===== config.mk =====
export PLATFORM = sky130hd
export DESIGN_NAME = port_event_irq_ctrl
export DESIGN_NICKNAME = d
export VERILOG_FILES = /design/src/rtl/port_event_irq_pkg.sv /design/src/rtl/port_event_irq_ctl.sv /design/src/rtl/port_event_irq_dp.sv /design/src/rtl/port_event_irq_ctrl.sv
export SDC_FILE = /design/constraint.sdc
export NUM_CORES = 1
export LEC_CHECK = 0
export ABC_CLOCK_PERIOD_IN_PS = 1600
export BUFFER_PORTS_ARGS = -buffer_cell sky130_fd_sc_hd__buf_2
export CAP_MARGIN = 20
export CORE_UTILIZATION = 43
export CTS_BUF_LIST = sky130_fd_sc_hd__clkbuf_8
export CTS_CLUSTER_SIZE = 10
export DETAILED_ROUTE_END_ITERATION = 8
export PLACE_DENSITY = 0.77
export RECOVER_POWER = 25
export SETUP_SLACK_MARGIN = 0.02
export SLEW_MARGIN = 20
export SYNTH_ARGS = -nofsm -noshare
export SYNTH_HDL_FRONTEND = slang
export SYNTH_HIERARCHICAL = 1
export SYNTH_SLANG_ARGS = --single-unit

===== constraint.sdc =====
create_clock -name clk -period 1.6 [get_ports clk]
set_input_delay 0.08 -clock clk [delete_from_list [all_inputs] [get_ports clk]]
set_output_delay 0.08 -clock clk [all_outputs]
set_load 0.02 [all_outputs]

===== src/rtl/port_event_irq_pkg.sv =====
package port_event_irq_pkg;

  localparam int SRC_CNT = 4;
  localparam int IDX_W   = 8;

  typedef enum logic [1:0] {
    SRC_MON_RX = 2'd0,
    SRC_MON_TX = 2'd1,
    SRC_CI_RX  = 2'd2,
    SRC_CI_TX  = 2'd3
  } evtSrc_e;

  typedef struct packed {
    logic             clrFire;
    logic [IDX_W-1:0] clrIdx;
  } clrStrobe_t;

  function automatic logic writeMayClear(input logic [1:0] src);
    return (evtSrc_e'(src) == SRC_MON_TX) || (evtSrc_e'(src) == SRC_CI_TX);
  endfunction

endpackage


===== src/rtl/port_event_irq_ctl.sv =====
module port_event_irq_ctl
  import port_event_irq_pkg::*;
#(
  parameter int NUM_PORTS = 4,
  localparam int PORT_W = $clog2(NUM_PORTS)
) (
  input  logic              accValid,
  input  logic              accWrite,
  input  logic [PORT_W-1:0] accPort,
  input  logic [1:0]        accSrc,
  output clrStrobe_t        strobes
);

  always_comb begin
    strobes.clrIdx  = IDX_W'({accPort, accSrc});
    strobes.clrFire = accValid && (!accWrite || writeMayClear(accSrc));
  end

endmodule


===== src/rtl/port_event_irq_dp.sv =====
module port_event_irq_dp
  import port_event_irq_pkg::*;
#(
  parameter int NUM_PORTS = 4,
  localparam int STAT_W = NUM_PORTS * SRC_CNT
) (
  input  logic                 clk,
  input  logic                 rstN,
  input  logic [STAT_W-1:0]    evtIn,
  input  clrStrobe_t           strobes,
  input  logic [NUM_PORTS-1:0] portMask,
  input  logic [STAT_W-1:0]    srcMask,
  output logic [STAT_W-1:0]    pendQ,
  output logic                 irqQ
);

  logic [STAT_W-1:0] clrHit;
  logic [STAT_W-1:0] enableVec;
  logic [STAT_W-1:0] pendNext;

  for (genvar i = 0; i < STAT_W; i++) begin : g_bit
    assign clrHit[i]    = strobes.clrFire && (strobes.clrIdx == IDX_W'(i));
    assign enableVec[i] = !portMask[i / SRC_CNT] && !srcMask[i];
  end

  assign pendNext = (pendQ & ~clrHit) | evtIn;

  always_ff @(posedge clk or negedge rstN) begin
    if (!rstN) begin
      pendQ <= '0;
      irqQ  <= 1'b0;
    end else begin
      pendQ <= pendNext;
      irqQ  <= |(pendQ & enableVec);
    end
  end

endmodule


===== src/rtl/port_event_irq_ctrl.sv =====
module port_event_irq_ctrl
  import port_event_irq_pkg::*;
#(
  parameter int NUM_PORTS = 4,
  localparam int PORT_W = $clog2(NUM_PORTS),
  localparam int STAT_W = NUM_PORTS * SRC_CNT
) (
  input  logic                 clk,
  input  logic                 rstN,
  input  logic [STAT_W-1:0]    evtIn,
  input  logic                 accValid,
  input  logic                 accWrite,
  input  logic [PORT_W-1:0]    accPort,
  input  logic [1:0]           accSrc,
  input  logic [NUM_PORTS-1:0] portMask,
  input  logic [STAT_W-1:0]    srcMask,
  output logic [STAT_W-1:0]    rawStatus,
  output logic                 irqOut
);

  clrStrobe_t strobes;

  port_event_irq_ctl #(.NUM_PORTS(NUM_PORTS)) ctl_i (
    .accValid (accValid),
    .accWrite (accWrite),
    .accPort  (accPort),
    .accSrc   (accSrc),
    .strobes  (strobes)
  );

  port_event_irq_dp #(.NUM_PORTS(NUM_PORTS)) dp_i (
    .clk      (clk),
    .rstN     (rstN),
    .evtIn    (evtIn),
    .strobes  (strobes),
    .portMask (portMask),
    .srcMask  (srcMask),
    .pendQ    (rawStatus),
    .irqQ     (irqOut)
  );

endmodule


==> summary.md, run 1 <==
| Metric | Value |
|---|---|
| Status | `completed` |
| RePlAce Congestion | `0.809` |
| Pwr Density | `683 nW/um2` |
| GRT overflow | `0` |
| Vias per Instance | `4.89` |
| Initial antenna violation count | `0` |
| Top Ports | `61` |
| Power share of the clock group | `37.4%` |
| Post-CTS resize count | `0` |
| Sw Pwr | `0.000217 W` |
| Top post-synthesis cells by area | `dfrtp_1 45%, nor2_1 12%, nand2b_1 11%` |
| Sequential share of power | `48.5%` |
| Vias in the first global route | `868` |
| Critical path class | `reg2reg` |
| TNS Setup | `0 ns` |
| Simple-Gate Fraction of Synth Area | `35.3%` |
| Xor/xnor share of the synthesized area | `0%` |
| Vias | `959` |
| Area of the multi-input gates | `474 um2` |
| Final WL | `2.31 mm` |
| GR Util met3 | `2.49%` |
| Worst Setup End Kind | `flip-flop` |
| Combinational power share | `14.0%` |
| Worst setup SP type | `flip-flop` |
| N_diodes | `0` |
| Max Clk Rate | `0.804 GHz` |
| Peak supply drop | `0.477 mV` |
| Final setup fails | `0` |
| DP HPWL | `1.86 mm` |
| Crit path DAT | `1.37 ns` |
| Synthesized area | `952 um2` |
| Mux contribution to synthesized area | `0%` |
| Largest net degree at the start of global routing | `18` |
| Final Cycle Share | `77.7%` |
| Worst-case clock buffer depth | `2` |
| Worst Hold Class | `in2reg` |
| CTS sink cnt | `17` |
| Top cell type's share of synthesized area | `44.7%` |
| Site Rows | `16` |
| Post-layout net count | `214` |
| DRC | `0` |
| Critical path peak fanout | `3` |
| Ys async rst share | `100%` |
| Layout Area Growth over Synthesis | `36.8%` |
| Largest area contributor in the netlist | `dfrtp_1` |
| Top-count cell post-synth | `nor2_1` |
| Filler cell count | `172` |
| Sw frac | `24.4%` |
| First-pass GRT wire length | `3.77 mm` |
| IO buf count | `60` |
| Adder-Cell Fraction of Synth Area | `0%` |
| Internal power consumption | `0.000673 W` |
| Most common flop cell mapped by yosys | `dfrtp_1` |
| Global Route met1 Usage | `27.1%` |
| Clk_lat worst skew | `0.25 ns` |
| GR Util All Layers | `20.7%` |
| Largest family of logic cells by synthesized area | `simple AND/OR/NAND/NOR gates` |
| Number of DRC markers in iteration 0 | `35` |
| Fin. max-slew vios | `0` |
| Met2 track demand over resource | `34.3%` |
| Rel. slew slack | `38.3%` |
| Seq/Total Area, Yosys | `44.7%` |
| Register bit total from synthesis | `17` |
| RSZ-0062 raised after global routing | `false` |
| Mean Syn Cell Area | `8.82 um2` |
| CTS buffer count | `3` |
| Layout cells sized above 1 | `40.8%` |
| H-tree depth | `1` |
| Leakage power | `0.567 nW` |
| Full die area | `2410 um2` |
| Synth unique cells | `19` |
| Fin util | `64.4%` |
| MaxCap Viol Count | `0` |
| Cell count after synthesis | `108` |
| Most frequent cells after synthesis | `30 x nor2_1, 17 x dfrtp_1, 16 x a21oi_1, 16 x nand2b_1, 8 x buf_4` |
| Chip Width | `49.1 um` |
| Wirelength per Cell | `11.8 um` |
| Root buffer cell | `clkbuf_8` |
| Core Area | `2020 um2` |
| FF+latch area | `425 um2` |
| Initial core utilization | `47.1%` |
| CTS tree | `yes` |
| Slew @ Worst Pin | `0.925 ns` |
| Crit path required time | `1.73 ns` |
| Post-CTS Setup Bufs | `0` |
| Min cycle time layout | `1.24 ns` |
| Pre-antenna DRT Iters | `4` |
| YS warnings | `6` |
| Endpoints failing hold | `0` |
| Synth Area in Compound Gates | `12.9%` |
| GR peak layer | `met2` |
| Number of synthesized flops with an enable pin | `0` |
| Final Skew | `0.00142 ns` |
| Die height | `49.1 um` |
| Clock slew at reported path FFs | `0.07 ns` |
| Antenna-violating nets left | `0` |
[cells by family (layout without fill, tap and decap cells)]
kind of cell           Yosys count  after routing
AND/OR/NAND/NOR                 60             60
buffers and inverters            9             67
AO/OA/AOI/OAI                   21             21
flip-flops                      17             17
other                            1              4
[worst max-delay path: stages (launching register included)]
cell and delay [ns]:
dfrtp_1 0.39, nand2b_1 0.08, a41oi_1 0.13, or4_1 0.52
[power groups by stage]
stage	Combinational [W]	Clock [W]	Sequential, W
floorplan	0.0000605	0	0.000442
global placement	0.000121	0	0.000440
detailed placement	0.000123	0	0.000440
CTS	0.000126	0.000342	0.000432
global route	0.000139	0.000357	0.000432
finish	0.000125	0.000333	0.000432
[cell type report]
type | instances | share of cell area (%)
inverter | 1 | 0.288
clock inverter | 1 | 0.576
clock buffer | 3 | 3.17
sequential | 17 | 32.7
timing repair buffer | 62 | 24.3
multi-input combinational | 85 | 36.4
tap | 27 | 2.59
[worst paths after layout]
check / startpoint / to / slack [ns] / cells after the start
worst max-delay path: dp_i/pendQ[7] / dp_i/irqQ / 0.36 / 3
worst min-delay path: evtIn[1] / dp_i/pendQ[1] / 0.08 / 3
worst max register to register: dp_i/pendQ[7] / dp_i/irqQ / 0.36 / 3
worst min register to register: dp_i/pendQ[9] / dp_i/pendQ[9] / 0.55 / 2
max in group asynchronous: rstN / dp_i/pendQ[12] / 0.57 / 2
min in group asynchronous: rstN / dp_i/pendQ[10] / 0.47 / 2
[per-stage QoR]
step	instances	cell area [um2]	hold slack (ns)	worst slack [ns]	power, W
floorplan	111	963	-0.216	0.320	0.000503
global placement	191	1240	0.0156	0.380	0.000561
global route	196	1300	0.0910	0.301	0.000928
detailed placement	191	1240	0.0202	0.306	0.000563
CTS	196	1300	0.0795	0.347	0.000900
finish	196	1300	0.0833	0.357	0.000890
[flip-flops by register name, summed over array words and instances (netlist names)]
register / count
dp_i/irqQ: 1
dp_i/pendQ: 16
[routing by layer]
layer | vias to the layer above | routed length, um
li1 | 478 | -
met1 | 437 | 1010
met2 | 39 | 1130
met3 | 5 | 128
met4 | 0 | 39
met5 | - | 0
[cells in the final DEF (no fill, tap or decap), types with 2 or more instances in the layout]
cell      count
nand3b_1      2
buf_2        59
nor2_1       30
a21oi_1      16
dfrtp_1      17
nand2b_1     16
nand3_1       2
a41oi_1       4
nor3b_1       2
conb_1        4
nor3b_4       2
clkbuf_8      3
[timing repair]
| item | CTS | global route |
|---|---|---|
| hold buffers | 1 | 0 |
| hold endpoints to repair | 17 | 0 |
| setup endpoints to repair | 0 | 0 |
(Power assumes the default switching activity.)
==> run 2, diff against run 1 <==
ABC_CLOCK_PERIOD_IN_PS = 1100   (was 1600)
CORE_UTILIZATION = 39   (was 43)
PLACE_DENSITY = 0.74   (was 0.77)
clock period = 1.1 ns   (was 1.6 ns; I/O delays follow)
==> run 2 against run 1 <==
Against the previous run: the flow now finishes with violations (negative setup slack); wire length is 10% higher; cell area is 13% higher; core utilization is 0.68 points higher; clock power is 36% higher; sequential cell count stayed put; largest cell class unchanged.
==> summary.md, run 2 (synthesis gave the netlist of run 1 again) <==
| Metric | Value |
|---|---|
| Worst-case clock buffer depth | `2` |
| Number of DRC markers in iteration 0 | `20` |
| RSZ-0062 raised after global routing | `true` |
| Site Rows | `17` |
| CTS buffer count | `3` |
| Post-layout net count | `233` |
| Pwr Density | `868 nW/um2` |
| Initial core utilization | `42.2%` |
| Critical path peak fanout | `2` |
| Commonest non-fill, non-tap cell in the layout | `buf_2` |
| Fin util | `65.1%` |
| Full die area | `2640 um2` |
| Slowest CP cell | `or4_1` |
| Die height | `51.4 um` |
| Tot Pwr | `0.00127 W` |
| Core Area | `2250 um2` |
| DP HPWL | `2.09 mm` |
| Initial antenna violation count | `0` |
| Clk_lat worst skew | `0.24 ns` |
| N_diodes | `0` |
| Wirelength per Cell | `11.8 um` |
| Crit path required time | `1.22 ns` |
| Violated checks | `negative setup slack` |
| Max stage delay on crit path | `0.51 ns` |
| Design Area, Final | `1470 um2` |
| Worst setup margin | `-0.139 ns` |
| Antenna-violating nets left | `0` |
| Crit path DAT | `1.36 ns` |
| Vias per Instance | `4.69` |
| MaxCap Viol Count | `0` |
| Worst setup SP type | `flip-flop` |
| Top Registers | `dp_i/pendQ x16, dp_i/irqQ x1` |
| Worst Setup End Kind | `flip-flop` |
| Largest reg by FF count | `dp_i/pendQ` |
| Final WL | `2.55 mm` |
| Endpoints failing hold | `0` |
| Largest net degree at the start of global routing | `18` |
| IO buf count | `60` |
| Peak supply drop | `0.467 mV` |
| Vias in the first global route | `1003` |
| Most frequent cells in the layout | `58 x buf_2, 30 x nor2_1, 19 x buf_4` |
| Final setup fails | `1` |
| Worst Hold Class | `in2reg` |
| Critical path class | `reg2reg` |
| Chip Width | `51.4 um` |
| GR Util All Layers | `21.0%` |
| Setup WS pre-CTS | `-0.126 ns` |
| Layout cells sized above 1 | `50.0%` |
| GRT overflow | `0` |
| Max Clk Rate | `0.807 GHz` |
| Final Skew | `0.00156 ns` |
| Leakage power | `0.660 nW` |
| First-pass GRT wire length | `4.06 mm` |
| Min cycle time layout | `1.24 ns` |
| Pre-antenna DRT Iters | `4` |
| Layout Area Growth over Synthesis | `54.1%` |
| Cells along the critical path | `nand2b_1, a41oi_2, or4_1` |
| RePlAce Congestion | `0.764` |
| Clock slew at reported path FFs | `0.07 ns` |
| Status | `finished with violations` |
| CTS tree | `yes` |
| Vias | `1013` |
| H-tree depth | `1` |
| Max reg flops | `16` |
| Top Ports | `61` |
| CTS sink cnt | `17` |
| Fin. max-slew vios | `0` |
| Final Cycle Share | `113%` |
| Placed Area | `1390 um2` |
| DRC | `0` |
| Root buffer cell | `clkbuf_8` |
-- run 2: changes by cell type in the layout (fill, tap and decap cells not counted) --
cell / before / now
a41oi_1: 4 / 3
dfrtp_2: 0 / 5
clkinvlp_4: 1 / 0
buf_2: 59 / 58
buf_6: 0 / 2
inv_1: 1 / 2
clkbuf_2: 0 / 1
clkbuf_1: 1 / 0
a41oi_2: 0 / 1
dfrtp_1: 17 / 12
buf_4: 1 / 19
-- run 2: where the power goes --
part | total (W) | internal, W | switching (W)
combinational | 0.000192 | 0.000103 | 0.0000887
clock | 0.000453 | 0.000247 | 0.000206
sequential | 0.000628 | 0.000627 | 0.000000845
total | 0.00127 | 0.000978 | 0.000296
-- run 2: per-stage QoR --
| step | hold slack, ns | cells | TNS, ns |
|---|---|---|---|
| floorplan | -0.241 | 111 | -0.156 |
| global placement | -0.00363 | 210 | -0.271 |
| detailed placement | 0.00307 | 210 | -0.346 |
| CTS | 0.0656 | 215 | -0.134 |
| global route | 0.0743 | 216 | -0.175 |
| finish | 0.0634 | 216 | -0.139 |
-- run 2: cell type report --
class / instances / area [um2]
clock inverters: 1 / 3.75
repair buffers: 81 / 470
clock buffers: 3 / 41.3
fillers: 204 / 787
multi-input cells: 85 / 482
inverters: 1 / 3.75
well taps: 28 / 35.0
flip-flops and latches: 17 / 432
-- run 2: final timing paths --
check                           endpoint  slack, ns  cells past startpoint          start
max                            dp_i/irqQ      -0.14                      3  dp_i/pendQ[5]
min                        dp_i/pendQ[0]       0.06                      3       evtIn[0]
max reg2reg                    dp_i/irqQ      -0.14                      3  dp_i/pendQ[5]
min reg2reg                dp_i/pendQ[0]       0.62                      3  dp_i/pendQ[0]
max in group asynchronous  dp_i/pendQ[6]       0.50                      2           rstN
min in group asynchronous      dp_i/irqQ       0.28                      2           rstN
-- run 2: worst max-delay path: cells and delay by family (launching register included) --
family | cells | cell delay, ns
AND/OR/NAND/NOR | 2 | 0.60
AO/OA/AOI/OAI | 1 | 0.11
flip-flops | 1 | 0.39
-- run 2: what timing repair did --
item	4_1_cts	5_1_grt
pin swaps	0	2
hold endpoints to repair	17	0
gates cloned	0	0
hold buffers	1	0
buffers inserted	0	1
resized for setup	0	4
endpoints found under the setup margin	1	1
-- run 2: routing by layer --
| metal | track usage, % | up-vias | part of all wire (%) |
|---|---|---|---|
| met5 | 0 | - | 0 |
| met4 | 7.21 | 0 | 0.63 |
| met3 | 3.27 | 2 | 6.8 |
| met2 | 38.7 | 36 | 54 |
| met1 | 24.0 | 457 | 39 |
| li1 | - | 518 | - |
==> run 3, diff against run 2 <==
ABC_AREA = 1   (was not set)
CORE_UTILIZATION = 41   (was 39)
==> run 3 against run 2 <==
Against the previous run: sequential power hardly changed; sequential cell count stayed put; count of clock-buffer cells in the layout stayed put; sequential share of layout area is 2.3 points lower; the run now ends clean; highest routed layer unchanged; register-to-register slack better by 0.35 ns; largest cell class unchanged; via count is 14% higher; core utilization is 1.7 points lower; clock power hardly changed.
==> summary.md, run 3 <==
| Metric | Value |
|---|---|
| Status | `completed` |
| Number of DRC markers in iteration 0 | `11` |
| GRT overflow | `0` |
| Synth unique cells | `16` |
| Worst R2R End | `dp_i/irqQ` |
| Design Area, Final | `1570 um2` |
| Post-CTS resize count | `0` |
| R2R Setup Slk | `0.21 ns` |
| Antenna-violating nets left | `0` |
| Register bit total from synthesis | `17` |
| RSZ-0062 raised after global routing | `false` |
| Cell count after synthesis | `169` |
| MaxCap Viol Count | `0` |
| CTS tree | `yes` |
| Core Area | `2480 um2` |
| Vias per Instance | `4.22` |
| Post-layout net count | `289` |
| Initial antenna violation count | `0` |
| Vias in the first global route | `972` |
| DRC | `0` |
| Top post-synthesis cells by area | `dfrtp_1 39%, nand2_1 24%, inv_1 12%` |
| Critical path peak fanout | `3` |
| Top-count cell post-synth | `nand2_1` |
| Pre-antenna DRT Iters | `4` |
| Hold path depth | `3` |
| Top Registers | `dp_i/pendQ x16, dp_i/irqQ x1` |
| R2R cell count | `6` |
| Placed Area | `1380 um2` |
| Commonest non-fill, non-tap cell in the layout | `nand2_1` |
| Die height | `53.3 um` |
| Worst Hold Class | `in2reg` |
| Worst hold start | `evtIn[5]` |
| Peak supply drop | `0.698 mV` |
| Worst setup SP type | `flip-flop` |
| Initial core utilization | `43.6%` |
| Max Clk Rate | `1.13 GHz` |
| Full die area | `2840 um2` |
| TNS Setup | `0 ns` |
| Final setup fails | `0` |
| Most frequent cells after synthesis | `69 x nand2_1, 34 x inv_1, 23 x nor2_1` |
| CTS sink cnt | `17` |
| IO buf count | `60` |
| Final Cycle Share | `80.5%` |
| Final Skew | `0.00483 ns` |
| Crit path required time | `1.24 ns` |
| Largest area contributor in the netlist | `dfrtp_1` |
| YS warnings | `6` |
| Leakage power | `0.905 nW` |
| Top Ports | `61` |
| Min cycle time layout | `0.885 ns` |
| Worst Setup End Kind | `flip-flop` |
| Filler cell count | `247` |
| Site Rows | `18` |
| Hold Crit Endpoint | `dp_i/pendQ[5]` |
| Mean Syn Cell Area | `6.39 um2` |
| RePlAce Congestion | `0.770` |
| FF-to-FF Start | `dp_i/pendQ[1]` |
| Clk_lat worst skew | `0.25 ns` |
| Root buffer cell | `clkbuf_8` |
| DP HPWL | `1.87 mm` |
| Critical path class | `reg2reg` |
| Fin. max-slew vios | `0` |
| Number of synthesized flops with an enable pin | `0` |
| Crit path DAT | `1.02 ns` |
| GR Util All Layers | `20.0%` |
| Wirelength per Cell | `9.20 um` |
| Vias | `1157` |
| First-pass GRT wire length | `4.00 mm` |
| Most common flop cell mapped by yosys | `dfrtp_1` |
| Largest net degree at the start of global routing | `18` |
| Seq/Total Area, Yosys | `39.4%` |
| Chip Width | `53.3 um` |
| Fin util | `63.4%` |
| Worst-case clock buffer depth | `2` |
| Layout Area Growth over Synthesis | `45.5%` |
| N_diodes | `0` |
| Most frequent cells in the layout | `69 x nand2_1, 59 x buf_2, 35 x inv_1` |
| Clock slew at reported path FFs | `0.07 ns` |
| Pwr Density | `848 nW/um2` |
| Endpoints failing hold | `0` |
| H-tree depth | `1` |
| Top cell type's share of synthesized area | `39.4%` |
| Ys async rst share | `100%` |
| Synthesized area | `1080 um2` |
| CTS buffer count | `3` |
| Final WL | `2.52 mm` |
| Layout cells sized above 1 | `29.1%` |
| Largest reg by FF count | `dp_i/pendQ` |
| Post-CTS Setup Bufs | `0` |
| Max reg flops | `16` |
==> run 3: cell types whose count changed in the layout (fill, tap and decap cells not counted), sizes merged, moves of 2 or more <==
| cell | previous run | this run |
|---|---|---|
| nand2 | 1 | 69 |
| inv | 2 | 36 |
| buf | 79 | 60 |
| nand2b | 16 | 0 |
| a21oi | 16 | 1 |
| dlygate4sd3 | 1 | 15 |
| a41oi | 4 | 0 |
| nor2 | 30 | 26 |
| nor3b | 4 | 0 |
| o21ai | 0 | 4 |
| nand4 | 0 | 2 |
| or4 | 2 | 0 |
==> run 3: how the worst max path moves through the flow <==
| stage | from | to | cells past startpoint |
|---|---|---|---|
| finish | dp_i/pendQ[1] | dp_i/irqQ | 6 |
| global route | dp_i/pendQ[6] | dp_i/irqQ | 6 |
| CTS | dp_i/pendQ[1] | dp_i/irqQ | 6 |
| detailed placement | accSrc[0] | dp_i/pendQ[15] | 8 |
| global placement | accSrc[0] | dp_i/pendQ[12] | 8 |
| floorplan | dp_i/pendQ[4] | dp_i/irqQ | 6 |
==> run 3: critical path, cell delays in order, from the launching register on <==
cell and delay [ns]:
dfrtp_1 0.40, nand2_1 0.08, nand2_1 0.04, inv_1 0.05
nand2_1 0.05, nor2_1 0.10, nand2_1 0.06
==> run 3: where the power goes <==
part	switching (W)	leakage, nW	internal, W
clock	0.000206	0.0269	0.000247
combinational	0.000122	0.730	0.000131
sequential	0.000000895	0.149	0.000627
==> run 3: logic make-up after synthesis <==
group | synth area share (%)
and+or+nand+nor | 39.9
buffers and inverters | 17.7
DFF | 39.4
AOI/OAI and AO/OA | 2.66
other | 0.347
==> run 3: timing repair <==
item                                    4_1_cts  5_1_grt
hold buffers                                 15        0
endpoints found under the hold margin        31        0
endpoints found under the setup margin        0        0
==> run 3: per-layer routing <==
layer	vias up	part of all wire, %	global-route usage, %	wire (um)
met5	-	0	0	0
met4	0	1.4	7.89	35
met3	4	4.9	2.87	124
met2	42	48	35.0	1220
met1	484	45	24.1	1140
li1	627	-	-	-
==> run 3: final cells by class <==
cell class              count  area [um2]  share of cell area [%]
repair buffers             76         458                    29.1
inverters                  35         131                    8.36
well taps                  30        37.5                    2.39
clock buffers               3        41.3                    2.63
multi-input cells         112         474                    30.2
flip-flops and latches     17         425                    27.1
clock inverters             1        3.75                   0.239
==> run 3: per-stage QoR <==
stage / power (W) / setup WS, ns / hold slack (ns) / std cells
2_1_floorplan: 0.000761 / 0.189 / -0.241 / 172
3_3_place_gp: 0.000848 / 0.0816 / -0.00491 / 255
3_5_place_dp: 0.000850 / 0.0580 / -0.00375 / 255
4_1_cts: 0.00134 / 0.209 / 0.00453 / 274
5_1_grt: 0.00142 / 0.150 / 0.0126 / 274
6_report: 0.00133 / 0.215 / 0.00346 / 274
